### src/rtl/card_fifo_packer.sv
module card_fifo_packer #(
  parameter int DEPTH  = 16,
  parameter int WORD_W = 32,
  parameter int LEN_W  = 16
) (
  input  logic              clk,
  input  logic              rst_n,
  input  logic              start,
  input  logic              dir,
  input  logic [LEN_W-1:0]  len,
  input  logic              host_push,
  input  logic [WORD_W-1:0] host_wdata,
  input  logic              host_pop,
  output logic [WORD_W-1:0] host_rdata,
  input  logic              card_data_rdy,
  input  logic              card_rx_valid,
  input  logic [7:0]        card_rx_data,
  output logic              card_rx_ready,
  output logic              card_tx_valid,
  output logic [7:0]        card_tx_data,
  input  logic              card_tx_ready,
  output logic              busy,
  output logic [LEN_W-1:0]  bytes_left,
  output logic              data_end,
  output logic              block_end,
  output logic              tx_active,
  output logic              tx_half_empty,
  output logic              tx_full,
  output logic              tx_empty,
  output logic              tx_avail,
  output logic              rx_active,
  output logic              rx_half_full,
  output logic              rx_full,
  output logic              rx_empty,
  output logic              rx_avail
);
  localparam int AW  = $clog2(DEPTH);
  localparam int CW  = AW + 1;
  localparam int NB  = WORD_W / 8;
  localparam int NBW = $clog2(NB) + 1;
  localparam logic [CW-1:0]  FULL_CNT = CW'(DEPTH);
  localparam logic [CW-1:0]  HALF_CNT = CW'(DEPTH / 2);
  localparam logic [NBW-1:0] LAST_B   = NBW'(NB - 1);

  logic [WORD_W-1:0] mem [DEPTH];
  logic [AW-1:0]     rd_ptr;
  logic [CW-1:0]     count;
  logic              en_q, dir_q, end_q;
  logic [LEN_W-1:0]  cnt_q;
  logic [WORD_W-1:0] acc_q, txw_q;
  logic [NBW-1:0]    acc_n, txn_q;

  logic              full, empty, rx_take, tx_take, eng_push, eng_pop, do_push, do_pop;
  logic [WORD_W-1:0] head, acc_next, push_word;
  logic [AW-1:0]     wr_ptr;

  assign full     = (count == FULL_CNT);
  assign empty    = (count == '0);
  assign head     = mem[rd_ptr];
  assign wr_ptr   = rd_ptr + count[AW-1:0];
  assign host_rdata = empty ? '0 : head;

  assign card_rx_ready = en_q & dir_q & (cnt_q != '0) & card_data_rdy & ~full;
  assign rx_take  = card_rx_valid & card_rx_ready;
  assign acc_next = acc_q | ({{(WORD_W-8){1'b0}}, card_rx_data} << (8 * acc_n));
  assign eng_push = rx_take & ((acc_n == LAST_B) | (cnt_q == LEN_W'(1)));

  assign card_tx_valid = en_q & ~dir_q & (cnt_q != '0) & (~empty | (txn_q != '0));
  assign card_tx_data  = (txn_q == '0) ? head[7:0] : txw_q[7:0];
  assign tx_take  = card_tx_valid & card_tx_ready;
  assign eng_pop  = tx_take & (txn_q == '0);

  assign do_push   = (eng_push | host_push) & ~full;
  assign push_word = eng_push ? acc_next : host_wdata;
  assign do_pop    = (eng_pop | host_pop) & ~empty;

  always_ff @(posedge clk)
    if (do_push) mem[wr_ptr] <= push_word;

  always_ff @(posedge clk or negedge rst_n) begin
    if (!rst_n) begin
      rd_ptr <= '0;
      count  <= '0;
    end else begin
      if (do_pop) rd_ptr <= rd_ptr + AW'(1);
      count <= count + CW'(do_push) - CW'(do_pop);
    end
  end

  always_ff @(posedge clk or negedge rst_n) begin
    if (!rst_n) begin
      en_q  <= 1'b0;
      dir_q <= 1'b0;
      end_q <= 1'b0;
      cnt_q <= '0;
      acc_q <= '0;
      acc_n <= '0;
      txw_q <= '0;
      txn_q <= '0;
    end else if (start) begin
      en_q  <= 1'b1;
      dir_q <= dir;
      end_q <= 1'b0;
      cnt_q <= len;
      acc_q <= '0;
      acc_n <= '0;
      txw_q <= '0;
      txn_q <= '0;
    end else begin
      if (rx_take | tx_take) cnt_q <= cnt_q - LEN_W'(1);
      if (en_q && cnt_q == '0) end_q <= 1'b1;
      if (en_q && cnt_q == '0 && empty) en_q <= 1'b0;
      if (rx_take) begin
        acc_q <= eng_push ? '0 : acc_next;
        acc_n <= eng_push ? '0 : acc_n + NBW'(1);
      end
      if (tx_take) begin
        txw_q <= ((txn_q == '0) ? head : txw_q) >> 8;
        txn_q <= (txn_q == '0) ? LAST_B : txn_q - NBW'(1);
      end
    end
  end

  assign busy       = en_q;
  assign bytes_left = cnt_q;
  assign data_end   = end_q;
  assign block_end  = end_q;

  assign rx_active     = en_q & dir_q;
  assign rx_half_full  = rx_active & (count >= HALF_CNT);
  assign rx_full       = rx_active & full;
  assign rx_empty      = rx_active & empty;
  assign rx_avail      = rx_active & ~empty;
  assign tx_active     = en_q & ~dir_q;
  assign tx_half_empty = tx_active & (count <= HALF_CNT);
  assign tx_full       = tx_active & full;
  assign tx_empty      = tx_active & empty;
  assign tx_avail      = tx_active & ~empty;

  AST_NO_OVERFLOW: assert property (@(posedge clk) disable iff (!rst_n)
    count <= FULL_CNT);
  AST_FULL_DROP: assert property (@(posedge clk) disable iff (!rst_n)
    (full && !do_pop) |=> (count == FULL_CNT));
  AST_RX_STEP: assert property (@(posedge clk) disable iff (!rst_n)
    (rx_take && !start) |=> (bytes_left == $past(bytes_left) - LEN_W'(1)));
  AST_TX_STEP: assert property (@(posedge clk) disable iff (!rst_n)
    (tx_take && !start) |=> (bytes_left == $past(bytes_left) - LEN_W'(1)));
  AST_END_FLAGS: assert property (@(posedge clk) disable iff (!rst_n)
    (busy && bytes_left == '0 && !start) |=> (data_end && block_end));
  AST_AUTO_IDLE: assert property (@(posedge clk) disable iff (!rst_n)
    (busy && bytes_left == '0 && count == '0 && !start) |=> !busy);
  AST_START_LOAD: assert property (@(posedge clk) disable iff (!rst_n)
    start |=> (busy && !data_end && bytes_left == $past(len)));
endmodule

### config.mk
export PLATFORM = sky130hd
export DESIGN_NAME = card_fifo_packer
export DESIGN_NICKNAME = d
export VERILOG_FILES = /design/src/rtl/card_fifo_packer.sv
export SDC_FILE = /design/constraint.sdc
export NUM_CORES = 1
export LEC_CHECK = 0
export BUFFER_PORTS_ARGS = -buffer_cell sky130_fd_sc_hd__buf_2
export CAP_MARGIN = 20
export CELL_PAD_IN_SITES_DETAIL_PLACEMENT = 1
export CELL_PAD_IN_SITES_GLOBAL_PLACEMENT = 1
export CORE_MARGIN = 2
export CORE_UTILIZATION = 40
export DETAILED_ROUTE_END_ITERATION = 10
export GPL_ROUTABILITY_DRIVEN = 0
export PLACE_DENSITY = 0.61
export SLEW_MARGIN = 15
export SYNTH_ARGS = -nofsm -noshare
export SYNTH_HDL_FRONTEND = slang
export SYNTH_SLANG_ARGS = --single-unit
### constraint.sdc
create_clock -name clk -period 7.75 [get_ports clk]
set_input_delay 2.325 -clock clk [delete_from_list [all_inputs] [get_ports clk]]
set_output_delay 2.325 -clock clk [all_outputs]
set_load 0.03 [all_outputs]
==> impl_results.md, run 1 <==
- Pins Over Slew Limit: 0
- # IOs: 136
- Routed via count: 13900
- Status: completed
- Netlist cell types: 53
- Sequential area share after synthesis: 0.7188
- Most frequent cell after synthesis: edfxtp_1
- Fill count: 5777
- Largest net degree at the start of global routing: 62
- Area growth syn-to-layout: 17.03%
- Rows: 90
- WL per Instance: 28.80 um
- Setup violations, final: 0
- Largest cells by area after synthesis: edfxtp_1 63%, mux4_2 12%, dfrtp_1 9.2%
- Initial Util: 0.4055
- Worst-case clock buffer depth: 3
- Design area: 0.02870 mm^2
- Synth top area share: 0.6270
- VDD IR max: 0.3880 mV
- Clk slew on worst S/H paths: 0.06 ns
- WHS Path Cells: 2
- Diodes inserted: 0
- Die Area: 0.06330 mm^2
- Max FO, Critical Path: 40
- Syn nets: 1491
- Detail Route Antenna Nets: 0
- FFs w/ async S/R, synth: 0.1495
- Hold path start: acc_q[5]
- Clk sinks: 602
- Static leakage: 9.988 nW
- Critical R2R Launch: bytes_left[0]
- GR Overflow Total: 0
- Mapped Area: 0.02452 mm^2
- Area leader, netlist: edfxtp_1
- CTS tree: yes
- Pin slew with the least headroom to its limit: 1.001 ns
- Final wirelength: 70.02 mm
- Max_cap viols: 0
- Headroom to the max-slew limit: 0.3289
- Post-cts resize count: 0
- Area of placed instances: 0.02649 mm^2
- Setup Skew: 0.02806 ns
- Critical path endpoint category: primary output
- Arrival time at the worst endpoint: 3.79 ns
- Mapped Cells: 1406
- CTS Hold Bufs: 0
- Hold EP: acc_q[5]
- Period minus WS final: 6.117 ns
- Tcrit/Tclk final: 0.7893
- Worst setup path class: flop to primary output
- Synth Warn #: 0
- Fmax: 163.5 MHz
- Total CTS buffers: 66
- CP startpoint kind: flop
- Commonest cells post-synth: 512 x edfxtp_1, 136 x mux4_2, 112 x nor2_1
- Initial DRC count: 1230
- Total GRT Usage: 0.2248
- DP HPWL: 40.81 mm
- Reg2reg end: count[4]
- First-pass GRT wire length: 101.8 mm
- Worst hold path class: flop to flop
- Post-synth top flop: edfxtp_1
- Fraction of layout cells with a size suffix above 1: 0.3038
- Setup_tns: 0 ns
- Htree depth: 3
- DRT Pass-1 Iters: 5
- Vias in the first global route: 14780
- Post-synth EDFFs: 512
- #FFs+latches synth: 602
- Clock Latency Late Sink: 0.61 ns
- Worst EP required: 5.43 ns
- R2R setup slack: 3.88 ns
- Clock root buffer: clkbuf_16
- Post-CTS Setup Inserts: 0
- Pwr/cell area: 426.7 mW/mm^2
- Initial antenna violation count: 2
- Syn avg cell area: 17.44 um^2
- I/O Buffers: 135
- Core area: 0.06047 mm^2
- Die height: 251.6 um
- R2r worst-path depth: 16
- RSZ-0062 raised after global routing: false
- Layout Nets: 1682
- Final hold vios: 0
- Die width: 251.6 um
- Vias/cell: 5.719
- Remaining DRCs: 0
==> registers in the layout (all words and copies together) (netlist names), 3 cells and up <==
| name | count |
|---|---|
| acc_n | 3 |
| count | 5 |
| txn_q | 3 |
| acc_q | 32 |
| bytes_left | 16 |
| txw_q | 24 |
| mem | 512 |
| rd_ptr | 4 |
==> placed cells by master (no fill, tap or decap), types with 8 or more instances in the layout <==
cell       count
a221oi_1      16
xor2_1        12
a21oi_1       75
nor2_1       112
inv_1         15
mux4_2       136
o21ai_0       58
dfrtp_1       87
clkbuf_16     71
ha_1          18
nor3_2         9
and2_1        14
a22o_1        24
nor3_1        20
clkinv_1       9
a211oi_1      16
buf_2        135
buf_4         77
edfxtp_1     512
xnor2_1       15
nand2_1       74
mux2i_1        8
mux2_2        13
o21ai_1        9
nor4_2        10
clkbuf_1      13
clkinv_2      11
==> report_power, final <==
part | switching [mW] | leakage (nW) | internal (mW) | total (mW)
combinational | 2.81 | 3.13 | 1.56 | 4.37
clock | 1.28 | 1.05 | 1.87 | 3.15
sequential | 0.344 | 5.80 | 4.38 | 4.73
total | 4.44 | 9.99 | 7.81 | 12.2
==> worst max path at each step <==
stage | startpoint | to
CTS | rd_ptr[0] | host_rdata[26]
global route | rd_ptr[0] | host_rdata[26]
detailed placement | rd_ptr[0] | host_rdata[26]
floorplan | card_rx_valid | mem[8][0]
finish | rd_ptr[0] | host_rdata[17]
global placement | rd_ptr[0] | host_rdata[26]
==> cell type report <==
type / count / area [um^2] / share of cell area
timing repair buffer: 215 / 1309 / 0.04561
clock inverter: 33 / 302.8 / 0.01055
sequential: 602 / 17640 / 0.6145
multi-input combinational: 697 / 6549 / 0.2282
inverter: 15 / 56.30 / 0.001962
clock buffer: 87 / 1867 / 0.06505
tap: 782 / 978.4 / 0.03409
==> metrics by stage <==
step | hold slack, ns | setup slack (ns) | utilization | std cells | total power, mW
after floorplan | 0.4633 | 1.014 | - | 1406 | 7.541
after global placement | 0.4772 | 2.195 | 0.4381 | 2307 | 9.118
after detailed placement | 0.4850 | 2.173 | 0.4381 | 2307 | 9.214
after CTS | 0.4988 | 1.530 | 0.4740 | 2427 | 12.38
after global routing | 0.5168 | 1.442 | 0.4746 | 2431 | 12.78
final | 0.4967 | 1.633 | 0.4746 | 2431 | 12.25
==> layer usage <==
metal | GRT usage | wire length [um] | up-vias
li1 | - | - | 5946
met4 | 0.07347 | 1819 | 0
met2 | 0.3702 | 34070 | 476
met1 | 0.3039 | 29680 | 7372
met5 | 0 | 0 | -
met3 | 0.04096 | 4456 | 109
==> logic make-up after synthesis <==
| kind of cell | Yosys count | synth area share |
|---|---|---|
| compound gates | 214 | 0.05490 |
| buf+inv | 107 | 0.01862 |
| flops | 602 | 0.7188 |
| mux | 157 | 0.1341 |
| fa+ha+maj | 20 | 0.01082 |
| simple gates | 279 | 0.05302 |
| xor+xnor | 27 | 0.009644 |
==> worst max-delay path, cell delays in order, from the launching register on <==
cell and delay, ns:
dfrtp_4 1.01, buf_12 0.41, mux4_2 0.56, a22o_1 0.24
a221oi_1 0.65, nor2_1 0.09, buf_2 0.21
(Power assumes the default switching activity.)
==> inputs of run 2 (changes only) <==
Clock period 7.75 ns to 6 ns, I/O delays scaled along.
==> run 2 against run 1 <==
Net effect: die area did not move; cell area rose by 0.18%; register-to-register slack got worse by 1.9 ns; sequential cell count did not move; setup slack got worse by 0.85 ns; power rose by 30%; critical path depth fell by 1; utilization rose by 0.085 points; clock skew fell by 0.0021 ns; non-clock buffer count rose by 1; first-iteration DRC count fell by 6.7%; critical path type unchanged.
==> impl_results.md, run 2 (synthesized netlist as in run 1, its figures left out) <==
- Status: completed
- R2r worst-path depth: 17 (+1)
- Comb power frac: 0.364 (+0.007)
- RSZ-0062 raised after global routing: false
- First-pass GRT wire length: 101.2 mm (-0.56%)
- Worst setup path class: flop to primary output
- I/O Buffers: 135 (unchanged)
- Vias/cell: 5.757 (+0.67%)
- Area of the multi-input gates: 0.006563 mm^2 (+0.21%)
- Area growth syn-to-layout: 17.24%
- DRT Pass-1 Iters: 4 (-1)
- Remaining DRCs: 0 (unchanged)
- VDD IR max: 0.4930 mV (+27%)
- Pre-CTS setup slack: 1.200 ns (-0.9726 ns)
- CP startpoint kind: flop
- Pins Over Slew Limit: 0 (unchanged)
- Reg2reg end: count[4]
- Post-cts resize count: 0 (unchanged)
- Initial antenna violation count: 3 (+1)
- Routed via count: 14030 (+0.92%)
- Final hold slack: 0.4976 ns (+0.0008590 ns)
- Tcrit/Tclk final: 0.8695
- Htree depth: 3 (unchanged)
- Arrival time at the worst endpoint: 3.42 ns (-0.37 ns)
- Max_cap viols: 0 (unchanged)
- Switch Pwr: 5.802 mW (+31%)
- Worst EP required: 4.20 ns (-1.23 ns)
- Final wirelength: 69.36 mm (-0.95%)
- Worst-case clock buffer depth: 3 (unchanged)
- DP HPWL: 40.11 mm (-1.7%)
- Fmax: 191.7 MHz
- Static leakage: 10.00 nW (+0.15%)
- Clk sinks: 602 (unchanged)
- Switching share of power: 0.3653 (+0.002826)
- WL per Instance: 28.46 um (-1.2%)
- CTS Hold Bufs: 0 (unchanged)
- Max reg flops: 512 (unchanged)
- Clk slew on worst S/H paths: 0.06 ns (about the same)
- Post-CTS Setup Inserts: 0 (unchanged)
- Fill count: 5738 (-0.68%)
- Hold path start: acc_q[4]
- Total CTS buffers: 67 (+1.5%)
- Clk pwr share: 0.253 (-0.004)
- Vias in the first global route: 14670 (-0.76%)
- Headroom to the max-slew limit: 0.3373 (+0.008382)
- FF/Latch Area: 0.01764 mm^2 (unchanged)
- Setup Skew: 0.02599 ns (-0.002072 ns)
- Die Area: 0.06330 mm^2 (unchanged)
- CTS tree: yes
- Biggest regs: mem (512), acc_q (32), txw_q (24)
- Die height: 251.6 um (unchanged)
- Critical R2R Launch: bytes_left[0]
- Critical path endpoint category: primary output
- Total GRT Usage: 0.2233 (-0.001494)
- Top reg by flops: mem
- Most common cell after layout, fill and taps aside: edfxtp_1
- R2R setup slack: 2.00 ns (-1.88 ns)
- Clock root buffer: clkbuf_16
- Max FO, Critical Path: 35 (-13%)
- Clock Latency Late Sink: 0.61 ns (about the same)
- Pwr/cell area: 552.5 mW/mm^2 (+29%)
- Pin slew with the least headroom to its limit: 0.9865 ns (-0.01471 ns)
- Period minus WS final: 5.217 ns
- Final worst slack: 0.7829 ns (-0.8502 ns)
- Commonest cells after routing, fill and taps aside: 512 x edfxtp_1, 136 x mux4_2, 135 x buf_2
- Layout Nets: 1684 (+0.12%)
- # IOs: 136 (unchanged)
- Pint: 10.08 mW (+29%)
- Hold EP: acc_q[4]
- Setup violations, final: 0 (unchanged)
- Initial DRC count: 1148 (-6.7%)
- GR Overflow Total: 0 (unchanged)
- Die width: 251.6 um (unchanged)
- Detail Route Antenna Nets: 0 (unchanged)
- Core area: 0.06047 mm^2 (unchanged)
- Sequential power share: 0.382 (-0.004)
- Fraction of layout cells with a size suffix above 1: 0.2976 (-0.006180)
- Final hold vios: 0 (unchanged)
- Initial Util: 0.4055 (unchanged)
- WHS Path Cells: 2 (unchanged)
- Largest net degree at the start of global routing: 67 (+8.1%)
- Rows: 90 (unchanged)
- Worst hold path class: flop to flop
[run 2: changes by cell type in the layout (fill, tap and decap cells not counted), moves of 3 or more]
cell / delta
clkbuf_1: +12
clkinvlp_4: -3
buf_12: +4
clkinv_2: -4
buf_4: -3
[run 2: layer usage]
metal / vias up / part of all wire / global-route usage / wire, um
met3: 113 / 0.069 / 0.04612 / 4774
li1: 5965 / - / - / -
met1: 7434 / 0.45 / 0.3226 / 30940
met2: 517 / 0.46 / 0.3410 / 31720
met4: 2 / 0.028 / 0.07160 / 1914
met5: - / 0.00010 / 0 / 7
[run 2: power by group through the flow]
stage	Sequential (mW)	Clock [mW]	Combinational [mW]
floorplan	5.99	0	3.75
global placement	6.11	0	5.78
detailed placement	6.16	0	5.84
CTS	6.09	4.11	5.86
global route	6.16	4.26	6.17
finish	6.07	4.02	5.79
[run 2: critical path: stages, from the launching register on]
cell and delay, ns:
dfrtp_4 0.86, buf_4 0.55, mux4_2 0.39, mux4_2 0.55
and2_1 0.23, buf_2 0.19
[run 2: final cells by class]
type / count / area share
Inverter: 15 / 0.001958
Multi-Input combinational cell: 697 / 0.2283
Tap cell: 782 / 0.03403
Sequential cell: 602 / 0.6134
Clock buffer: 97 / 0.06554
Antenna cell: 2 / 0.0001741
Timing Repair Buffer: 216 / 0.04753
Clock inverter: 26 / 0.009053
[run 2: how the worst max path moves through the flow]
stage / from / endpoint / slack (ns) / cells past startpoint
after detailed placement: card_data_rdy / count[4] / 1.20 / 14
final: rd_ptr[1] / host_rdata[30] / 0.78 / 5
after global routing: rd_ptr[0] / host_rdata[21] / 0.63 / 7
after floorplan: card_rx_valid / mem[0][0] / -0.04 / 5
after CTS: rd_ptr[1] / host_rdata[12] / 0.69 / 6
after global placement: card_data_rdy / count[4] / 1.31 / 14
[run 2: per-stage QoR]
step | TNS (ns) | total power, mW | util | area (um^2) | std cells
floorplan | -9.598 | 9.744 | - | 24530 | 1406
global placement | 0 | 11.89 | 0.4394 | 26570 | 2310
detailed placement | 0 | 12.00 | 0.4394 | 26570 | 2310
CTS | 0 | 16.06 | 0.4749 | 28720 | 2433
global route | 0 | 16.60 | 0.4753 | 28740 | 2435
finish | 0 | 15.88 | 0.4754 | 28750 | 2437
==> inputs of run 3 (changes only) <==
Settings changed: PLACE_DENSITY 0.61 to unset, PLACE_DENSITY_LB_ADDON set to 0.1, SETUP_SLACK_MARGIN set to 0.3.
==> run 3 against run 2 <==
Net effect: worst hold slack improved by 0.0027 ns; maximum frequency fell by 4.0%; cell count barely moved; combinational power rose by 0.7%; utilization barely moved; sequential cell count did not move; first-iteration DRC count fell by 4.3%; clock-buffer cell count fell by 3; largest power group unchanged.
==> impl_results.md, run 3 (synthesized netlist as in run 1, its figures left out) <==
- Final hold slack: 0.5003 ns (+0.002725 ns)
- Design area: 0.02874 mm^2 (about the same)
- Pin slew with the least headroom to its limit: 1.136 ns (+0.1490 ns)
- Initial Util: 0.4055 (unchanged)
- Setup Skew: 0.02026 ns (-0.005734 ns)
- CTS tree: yes
- FF/Latch Area: 0.01764 mm^2 (unchanged)
- CP startpoint kind: flop
- Period minus WS final: 5.433 ns (+0.2164 ns)
- Headroom to the max-slew limit: 0.2429 (-0.09440)
- Detail Route Antenna Nets: 0 (unchanged)
- CTS Hold Bufs: 0 (unchanged)
- Max FO, Critical Path: 44 (+26%)
- Top reg by flops: mem
- Clk sinks: 602 (unchanged)
- Clock root buffer: clkbuf_16
- Max reg flops: 512 (unchanged)
- Pre-CTS setup slack: 1.190 ns (-0.01023 ns)
- Total CTS buffers: 68 (+1.5%)
- DRT Pass-1 Iters: 5 (+1)
- Layout Nets: 1688 (+0.24%)
- Area of the multi-input gates: 0.006555 mm^2 (-0.11%)
- Fill count: 5704 (-0.59%)
- Rows: 90 (unchanged)
- Post-cts resize count: 0 (unchanged)
- Area growth syn-to-layout: 17.22% (about the same)
- Initial antenna violation count: 0 (-3)
- Largest net degree at the start of global routing: 53 (-21%)
- Htree depth: 3 (unchanged)
- Setup_tns: 0 ns (unchanged)
- Remaining DRCs: 0 (unchanged)
- Switching share of power: 0.3668 (+0.001547)
- Switch Pwr: 5.838 mW (+0.61%)
- Max_cap viols: 0 (unchanged)
- Total GRT Usage: 0.2253 (+0.001920)
- Status: completed
- Final hold vios: 0 (unchanged)
- Layout Cells excl Fill: 2439 (+0.082%)
- Area of placed instances: 0.02661 mm^2 (+0.13%)
- Routed via count: 13800 (-1.6%)
- Worst-case clock buffer depth: 3 (unchanged)
- WL per Instance: 28.69 um (+0.80%)
- Clk pwr share: 0.251 (-0.002)
- Pint: 10.08 mW (about the same)
- Die Area: 0.06330 mm^2 (unchanged)
- Die height: 251.6 um (unchanged)
- First-pass GRT wire length: 102.3 mm (+1.0%)
- Setup violations, final: 0 (unchanged)
- Fmax: 184.0 MHz (-4.0%)
- Fraction of layout cells with a size suffix above 1: 0.3025 (+0.004896)
- I/O Buffers: 135 (unchanged)
- Static leakage: 10.01 nW (+0.10%)
- DP HPWL: 40.84 mm (+1.8%)
- Final design utilization: 0.4753 (about the same)
- Worst EP required: 4.20 ns (about the same)
- Placed cell count: 2313 (+0.13%)
- Most common cell after layout, fill and taps aside: edfxtp_1
- Arrival time at the worst endpoint: 3.63 ns (+0.21 ns)
- Final worst slack: 0.5666 ns (-0.2164 ns)
- Vias in the first global route: 14510 (-1.1%)
- Post-CTS Setup Inserts: 0 (unchanged)
- Die width: 251.6 um (unchanged)
- Pins Over Slew Limit: 0 (unchanged)
- Sequential power share: 0.383 (about the same)
- Worst hold path class: flop to flop
- Critical path endpoint category: primary output
- # IOs: 136 (unchanged)
- VDD IR max: 0.4470 mV (-9.3%)
- Vias/cell: 5.658 (-1.7%)
- GR Overflow Total: 0 (unchanged)
- Pwr/cell area: 553.6 mW/mm^2 (+0.21%)
- Commonest cells after routing, fill and taps aside: 512 x edfxtp_1, 136 x mux4_2, 134 x buf_2
- Clock Latency Late Sink: 0.60 ns (about the same)
- Comb power frac: 0.366 (+0.002)
- Biggest regs: mem (512), acc_q (32), txw_q (24)
- Final wirelength: 69.97 mm (+0.89%)
- Tcrit/Tclk final: 0.9056 (+0.03606)
- Initial DRC count: 1099 (-4.3%)
- Total power: 15.91 mW (+0.19%)
- Worst setup path class: flop to primary output
- RSZ-0062 raised after global routing: false
- Clk slew on worst S/H paths: 0.06 ns (about the same)
- Core area: 0.06047 mm^2 (unchanged)
run 3: worst max-delay path, stage by stage (launching register included):
cell and delay (ns):
dfrtp_4 1.01, mux4_2 0.59, mux2_2 0.26, o21ai_0 0.67
o21ai_0 0.24, buf_2 0.24
run 3: path summary, 6_finish.rpt:
path / start / endpoint / slack, ns / depth (start not counted)
setup / recovery: rd_ptr[1] / card_tx_data[0] / 0.57 / 5
setup reg to reg: bytes_left[0] / count[4] / 1.74 / 16
hold reg to reg: acc_q[30] / acc_q[30] / 0.50 / 2
max in group asynchronous: rst_n / acc_q[16] / 3.68 / 2
hold / removal: acc_q[30] / acc_q[30] / 0.50 / 2
min in group asynchronous: rst_n / bytes_left[10] / 1.27 / 1
run 3: power by group through the flow:
stage | Sequential [mW] | Combinational, mW | Clock, mW
after global placement | 6.14 | 5.82 | 0
after global routing | 6.19 | 6.25 | 4.22
after floorplan | 5.99 | 3.75 | 0
final | 6.10 | 5.83 | 3.99
after CTS | 6.11 | 5.92 | 4.09
after detailed placement | 6.20 | 5.89 | 0
run 3: routing by layer:
layer  vias to the layer above  GRT usage  wire [um]
li1                       5967          -          -
met1                      7338     0.3294      31920
met2                       401     0.3541      32790
met3                        95    0.03714       3757
met4                         0    0.05595       1499
met5                         -          0          0
run 3: layout make-up:
| cell class | count | area share |
|---|---|---|
| Sequential cell | 602 | 0.6135 |
| Multi-Input combinational cell | 697 | 0.2281 |
| Clock buffer | 94 | 0.06508 |
| Timing Repair Buffer | 219 | 0.04858 |
| Tap cell | 782 | 0.03404 |
| Clock inverter | 29 | 0.008662 |
| Inverter | 15 | 0.001959 |
| Antenna cell | 1 | 0.00008706 |
